### src/rtl/srs_pkg.sv
package srs_pkg;

  // Field positions inside the bus word; neighbours decode these fixed places.
  localparam int POS_INDIRECT = 29;
  localparam int POS_RIDX_LO  = 26;
  localparam int RIDX_W       = 3;
  localparam int POS_TGT_LO   = 19;
  localparam int TGT_W        = 2;

  typedef enum logic [1:0] {
    TGT_DATA = 2'b00,
    TGT_MASK = 2'b01,
    TGT_SRAM = 2'b10,
    TGT_REGS = 2'b11
  } target_e;

  typedef enum logic [1:0] {
    ST_IDLE   = 2'b00,
    ST_ACCESS = 2'b01,
    ST_FINISH = 2'b10
  } seqState_e;

  // Strobes from control to datapath.
  typedef struct packed {
    logic load;   // capture target, address and beat count
    logic burst;  // load comes from the burst-setup inputs
    logic step;   // advance to the next beat
  } dpStrobe_t;

endpackage

### src/rtl/srs_dpath.sv
module srs_dpath
  import srs_pkg::*;
#(
  parameter int BUS_W   = 72,
  parameter int ADDR_W  = 16,
  parameter int LEN_W   = 8,
  parameter int NUM_RES = 8
) (
  input  logic                      clk,
  input  logic                      rstN,
  input  dpStrobe_t                 strb,
  input  logic [BUS_W-1:0]          busWord,
  input  logic [ADDR_W-1:0]         burstStart,
  input  logic [LEN_W-1:0]          burstLen,
  input  logic [NUM_RES*ADDR_W-1:0] resultRegs,
  output logic [TGT_W-1:0]          rdSel,
  output logic [ADDR_W-1:0]         rdAddr,
  output logic                      lastBeat
);

  localparam int RES_TOP = POS_INDIRECT + 1;

  logic [ADDR_W-1:0] resArr [NUM_RES];
  logic [RIDX_W-1:0] resIdx;
  logic [ADDR_W-1:0] chosenRes;
  logic [ADDR_W-1:0] indirectAddr;
  logic [ADDR_W-1:0] singleAddr;
  logic [ADDR_W-1:0] addrReg;
  logic [LEN_W-1:0]  cntReg;
  logic [TGT_W-1:0]  selReg;
  logic              unusedBits;

  // Unpack the register file.
  for (genvar k = 0; k < NUM_RES; k++) begin : g_unpack
    assign resArr[k] = resultRegs[k*ADDR_W +: ADDR_W];
  end

  assign resIdx = busWord[POS_RIDX_LO +: RIDX_W];

  always_comb begin
    chosenRes = '0;
    if (int'(resIdx) < NUM_RES) chosenRes = resArr[resIdx];
  end

  // The two low bits from the bus are ORed into the stored address.
  assign indirectAddr = {chosenRes[ADDR_W-1:2], chosenRes[1:0] | busWord[1:0]};
  assign singleAddr   = busWord[POS_INDIRECT] ? indirectAddr : busWord[ADDR_W-1:0];

  assign unusedBits = ^{busWord[BUS_W-1:RES_TOP], busWord[POS_RIDX_LO-1:POS_TGT_LO+TGT_W],
                        busWord[POS_TGT_LO-1:ADDR_W]};

  always_ff @(posedge clk) begin
    if (!rstN) begin
      addrReg <= '0;
      cntReg  <= '0;
      selReg  <= '0;
    end else if (strb.load) begin
      selReg  <= busWord[POS_TGT_LO +: TGT_W];
      addrReg <= strb.burst ? burstStart : singleAddr;
      cntReg  <= strb.burst ? burstLen : LEN_W'(1);
    end else if (strb.step) begin
      addrReg <= addrReg + 1'b1;
      cntReg  <= cntReg - 1'b1;
    end
  end

  assign rdSel    = selReg;
  assign rdAddr   = addrReg;
  assign lastBeat = (cntReg == LEN_W'(1));

  // each step moves the address forward by one.
  a_r3_addr_step: assert property (@(posedge clk) disable iff (!rstN)
    $past(strb.step) && !$past(strb.load) |-> rdAddr == $past(rdAddr) + 1'b1);

endmodule

### src/rtl/srs_ctrl.sv
module srs_ctrl
  import srs_pkg::*;
#(
  parameter int LEN_W = 8
) (
  input  logic             clk,
  input  logic             rstN,
  input  logic             cmdValid,
  input  logic             cmdBurst,
  input  logic [TGT_W-1:0] target,
  input  logic [LEN_W-1:0] burstLen,
  input  logic             lastBeat,
  output dpStrobe_t        strb,
  output logic             rdStrobe,
  output logic             done,
  output logic             busy,
  output logic             errFlag
);

  seqState_e state, stateNext;
  logic      errReg, errNext;
  logic      accept;
  logic      burstOk;
  logic      emptyBurst;

  assign accept     = cmdValid && (state == ST_IDLE);
  assign burstOk    = (target == TGT_DATA) || (target == TGT_MASK);
  assign emptyBurst = (burstLen == '0);

  always_comb begin
    stateNext  = state;
    errNext    = errReg;
    strb       = '0;
    unique case (state)
      ST_IDLE: begin
        errNext = 1'b0;
        if (accept) begin
          if (!cmdBurst) begin
            strb.load = 1'b1;
            stateNext = ST_ACCESS;
          end else if (!burstOk) begin
            errNext   = 1'b1;
            stateNext = ST_FINISH;
          end else if (emptyBurst) begin
            stateNext = ST_FINISH;
          end else begin
            strb.load  = 1'b1;
            strb.burst = 1'b1;
            stateNext  = ST_ACCESS;
          end
        end
      end
      ST_ACCESS: begin
        if (lastBeat) stateNext = ST_FINISH;
        else          strb.step = 1'b1;
      end
      ST_FINISH: begin
        stateNext = ST_IDLE;
      end
      default: stateNext = ST_IDLE;
    endcase
  end

  always_ff @(posedge clk) begin
    if (!rstN) begin
      state  <= ST_IDLE;
      errReg <= 1'b0;
    end else begin
      state  <= stateNext;
      errReg <= errNext;
    end
  end

  assign rdStrobe = (state == ST_ACCESS);
  assign done     = (state == ST_FINISH);
  assign busy     = (state != ST_IDLE);
  assign errFlag  = errReg && done;

  // completion lasts one cycle.
  a_r8_done_pulse: assert property (@(posedge clk) disable iff (!rstN)
    done |=> !done);

  // error only alongside completion, never with an access.
  a_r8_err_with_done: assert property (@(posedge clk) disable iff (!rstN)
    errFlag |-> done && !rdStrobe);

  // single read strobes once, then completes.
  a_r1_single_shape: assert property (@(posedge clk) disable iff (!rstN)
    accept && !cmdBurst |=> rdStrobe ##1 (done && !rdStrobe));

  // empty burst completes with no access.
  a_r4_empty_burst: assert property (@(posedge clk) disable iff (!rstN)
    accept && cmdBurst && emptyBurst |=> done && !rdStrobe);

  // refused burst flags an error on the next cycle.
  a_r5_refused_burst: assert property (@(posedge clk) disable iff (!rstN)
    accept && cmdBurst && !burstOk |=> errFlag && !rdStrobe);

endmodule

### src/rtl/srch_read_seq.sv
module srch_read_seq
  import srs_pkg::*;
#(
  parameter int BUS_W   = 72,
  parameter int ADDR_W  = 16,
  parameter int LEN_W   = 8,
  parameter int NUM_RES = 8
) (
  input  logic                      clk,
  input  logic                      rstN,
  input  logic                      cmdValid,
  input  logic                      cmdBurst,
  input  logic [BUS_W-1:0]          busWord,
  input  logic [ADDR_W-1:0]         burstStart,
  input  logic [LEN_W-1:0]          burstLen,
  input  logic [NUM_RES*ADDR_W-1:0] resultRegs,
  output logic [1:0]                rdSel,
  output logic [ADDR_W-1:0]         rdAddr,
  output logic                      rdStrobe,
  output logic                      done,
  output logic                      busy,
  output logic                      errFlag
);

  dpStrobe_t strb;
  logic      lastBeat;

  srs_ctrl #(.LEN_W(LEN_W)) u_ctrl (
    .clk      (clk),
    .rstN     (rstN),
    .cmdValid (cmdValid),
    .cmdBurst (cmdBurst),
    .target   (busWord[POS_TGT_LO +: TGT_W]),
    .burstLen (burstLen),
    .lastBeat (lastBeat),
    .strb     (strb),
    .rdStrobe (rdStrobe),
    .done     (done),
    .busy     (busy),
    .errFlag  (errFlag)
  );

  srs_dpath #(
    .BUS_W   (BUS_W),
    .ADDR_W  (ADDR_W),
    .LEN_W   (LEN_W),
    .NUM_RES (NUM_RES)
  ) u_dpath (
    .clk        (clk),
    .rstN       (rstN),
    .strb       (strb),
    .busWord    (busWord),
    .burstStart (burstStart),
    .burstLen   (burstLen),
    .resultRegs (resultRegs),
    .rdSel      (rdSel),
    .rdAddr     (rdAddr),
    .lastBeat   (lastBeat)
  );

  // the target stays put while a command runs.
  a_r7_sel_hold: assert property (@(posedge clk) disable iff (!rstN)
    busy && $past(busy) |-> $stable(rdSel));

  // accesses only while busy.
  a_r7_strobe_busy: assert property (@(posedge clk) disable iff (!rstN)
    rdStrobe |-> busy);

endmodule

### config.mk
export PLATFORM = sky130hd
export DESIGN_NAME = srch_read_seq
export DESIGN_NICKNAME = d
export VERILOG_FILES = /design/src/rtl/srs_pkg.sv /design/src/rtl/srs_dpath.sv /design/src/rtl/srs_ctrl.sv /design/src/rtl/srch_read_seq.sv
export SDC_FILE = /design/constraint.sdc
export NUM_CORES = 1
export LEC_CHECK = 0
export BUFFER_PORTS_ARGS = -buffer_cell sky130_fd_sc_hd__buf_2
export CAP_MARGIN = 30
export CORE_ASPECT_RATIO = 0.6
export CORE_UTILIZATION = 35
export CTS_CLUSTER_DIAMETER = 40
export DETAILED_ROUTE_END_ITERATION = 10
export HOLD_SLACK_MARGIN = 0.06
export PLACE_DENSITY_LB_ADDON = 0.25
export SYNTH_ARGS = -nofsm -noshare
export SYNTH_HDL_FRONTEND = slang
export SYNTH_SLANG_ARGS = --single-unit
### constraint.sdc
create_clock -name clk -period 1.8 [get_ports clk]
set_input_delay 0.09 -clock clk [delete_from_list [all_inputs] [get_ports clk]]
set_output_delay 0.09 -clock clk [all_outputs]
set_load 0.03 [all_outputs]
==> impl_metrics.env <==
export IMPL_synth_cell_types=53
export IMPL_ant_nets=0
export IMPL_synth_most_common_cell="dfxtp_1"
export IMPL_startpoint="u_dpath.cntReg[5]"
export IMPL_hold_start="burstLen[7]"
export IMPL_p_leak_nw=2.17
export IMPL_fill_cells=739
export IMPL_fin_crit_sh_pct=99.8
export IMPL_async_flop_share_pct=0
export IMPL_worst_setup_path_end_kind="flip-flop"
export IMPL_postSynthAreaPerCell_um2=9.38
export IMPL_ys_ff_latch=29
export IMPL_multi_input_area_mm2=0.00225
export IMPL_grt_max_degree=24
export IMPL_final_hold_violation_count=0
export IMPL_synthesis_area_mm2=0.00287
export IMPL_cp_required_ns=1.96
export IMPL_synth_edff_count=0
export IMPL_grt_total_usage_pct=27.9
export IMPL_period_minus_slack_ns=1.80
export IMPL_max_vdd_ir_drop_mv=0.457
export IMPL_synth_nets=537
export IMPL_synth_common_cells="dfxtp_1, mux4_2, nor2_1"
export IMPL_cts_tree="yes"
export IMPL_area_growth_pct=61.1
export IMPL_pin_count=250
export IMPL_core_mm2=0.00791
export IMPL_synthTopCellsByArea="mux4_2, dfxtp_1, mux2i_1"
export IMPL_slew_headroom_pct=60.0
export IMPL_synth_seq_area_share_pct=20.2
export IMPL_rows=25
export IMPL_netlist_instances=306
export IMPL_fp_dieH_um=72.2
export IMPL_wl_per_cell_um=18.9
export IMPL_vias=3618
export IMPL_drc=0
export IMPL_initial_core_util_pct=36.3
export IMPL_clockRootBuffer="clkbuf_16"
export IMPL_critical_path_max_stage_delay_ns=0.57
export IMPL_h_tree_depth=2
export IMPL_die_width_um=119
export IMPL_vias_per_cell=5.53
export IMPL_fmax_mhz=557
export IMPL_yosys_area_top_type="mux4_2"
export IMPL_grt_pass1_vias=3654
export IMPL_ys_warn_count=0
export IMPL_rr_startpoint="u_dpath.cntReg[5]"
export IMPL_numPortBuffers=199
export IMPL_setup_ws_ns=0.00448
export IMPL_cap_violations=0
export IMPL_arrival_ns=1.95
export IMPL_final_cells=654
export IMPL_cp_cell_sequence="or4_4 -> o211ai_1 -> buf_4 -> nor3_1 -> xnor2_1 -> o22ai_1"
export IMPL_finalSetupViolations=0
export IMPL_post_place_ws_ns=-0.0947
export IMPL_layout_area_seq_um2=584
export IMPL_drive_gt1_share_pct=58.9
export IMPL_power_density_mw_per_mm2=719
export IMPL_dieArea_mm2=0.00858
export IMPL_critical_path_top_delay_family="simple AND/OR/NAND/NOR gates"
export IMPL_clk_latency_ns=0.28
export IMPL_skew_ns=0.0102
export IMPL_drtIter0Drc=290
export IMPL_hpwl_um=10000
export IMPL_path_clk_slew_ns=0.05
export IMPL_hold_path_class="in -> reg"
export IMPL_drv_slew=0
export IMPL_synthFlopType="dfxtp_1"
export IMPL_antenna_found_initial=2
export IMPL_dr_pass1_iters=5
export IMPL_overflow=0
export IMPL_whs_ns=0.0882
export IMPL_cts_sinks=29
export IMPL_critPathLaunchType="flip-flop"
export IMPL_drt_wl_total_um=12300
export IMPL_place_inst=634
export IMPL_criticalPathCategory="reg -> reg"
export IMPL_power_mw=3.33
export IMPL_cts_buffer_depth=2
export IMPL_rsz0062_at_grt="true"
export IMPL_crit_fanout=6
export IMPL_grt_first_pass_wirelength_um=18300
export IMPL_cp_slowest_cell="or4_4"
export IMPL_synth_top_area_share_pct=21.2
export IMPL_nNetsFinal=773
export IMPL_status="finished, final reports clean"
export IMPL_worstMarginPinSlew_ns=0.599
export IMPL_numCtsBuffers=5
export IMPL_gp_congestion=0.916
export IMPL_cp_buffers_inverters=1
-- flip-flops by register name (all words and copies together), names as in the netlist --
register	count
u_ctrl.state	2
u_ctrl.errReg	1
u_dpath.rdAddr	16
u_dpath.rdSel	2
u_dpath.cntReg	8
-- power breakdown --
part / total [mW] / switching (mW) / internal [mW] / leakage [nW]
logic: 1.51 / 0.763 / 0.750 / 1.85
clock network: 0.986 / 0.296 / 0.690 / 0.0841
registers: 0.826 / 0.0870 / 0.739 / 0.240
-- final timing paths --
kind | to | cells past startpoint | slack (ns)
min reg2reg | u_dpath.rdSel[0] | 2 | 0.47
max reg2reg | u_dpath.rdAddr[10] | 6 | 0.004
min | u_dpath.cntReg[7] | 3 | 0.09
max | u_dpath.rdAddr[10] | 6 | 0.004
-- routing by layer --
metal | up-vias | track usage [%] | wire [um]
li1 | 1686 | - | -
met1 | 1689 | 33.5 | 4680
met2 | 197 | 49.6 | 6110
met3 | 46 | 5.35 | 1050
met4 | 0 | 12.1 | 503
met5 | - | 0 | 0
-- cell type report --
cell class,count,share of cell area (%)
tap,108,2.92
multi-input combinational,250,48.6
clock inverter,1,0.649
clock buffer,7,3.08
inverter,8,0.649
antenna,3,0.162
sequential,29,12.6
timing repair buffer,248,31.3
-- metrics by stage --
step | util (%) | cell area (um^2) | setup TNS, ns
floorplan | - | 2880 | 0
global placement | 53.6 | 4240 | -0.437
detailed placement | 53.6 | 4240 | -0.775
CTS | 56.3 | 4460 | 0
global route | 58.4 | 4620 | -0.432
finish | 58.5 | 4630 | 0
-- cells in the final DEF (no fill, tap or decap), types with 5 or more instances in the layout --
| cell | synthesis | final |
|---|---|---|
| clkbuf_16 | 0 | 5 |
| mux4_2 | 27 | 27 |
| a22oi_1 | 5 | 5 |
| nor3_1 | 7 | 6 |
| buf_4 | 2 | 38 |
| nand2_1 | 15 | 14 |
| nand4_1 | 8 | 8 |
| a21oi_1 | 15 | 15 |
| o21ai_0 | 10 | 9 |
| xnor2_1 | 9 | 8 |
| o22ai_1 | 20 | 20 |
| dfxtp_1 | 29 | 26 |
| mux2i_1 | 15 | 15 |
| a211oi_1 | 19 | 16 |
| nor2_1 | 26 | 24 |
| buf_12 | 1 | 6 |
| buf_2 | 8 | 200 |
| xor2_1 | 10 | 10 |
| nand3_1 | 6 | 5 |
| inv_1 | 8 | 7 |
-- kinds of logic after synthesis --
| group | Yosys count | share of synthesized area (%) |
|---|---|---|
| and+or+nand+nor | 95 | 18.0 |
| AOI/OAI and AO/OA | 85 | 20.2 |
| muxes | 46 | 28.0 |
| buffers and inverters | 29 | 6.54 |
| adders and majority gates | 3 | 1.31 |
| DFF | 29 | 20.2 |
| xor gates and xnor gates | 19 | 5.80 |
-- what timing repair did --
action / CTS / global route
gates cloned: 0 / 3
hold endpoints to repair: 1 / 0
hold buffers: 1 / 0
pin swaps: 0 / 21
setup buffers: 0 / 5
setup endpoints to repair: 13 / 24
gates resized for setup: 7 / 21
-- worst reg2reg max path, delay by kind of cell (launching register included) --
family	cells	cell delay (ns)
flip-flops	1	0.32
AO/OA/AOI/OAI	2	0.32
AND/OR/NAND/NOR	2	0.65
buffers and inverters	1	0.21
XOR/XNOR	1	0.17
No activity file was read; power rests on OpenSTA's default activity.
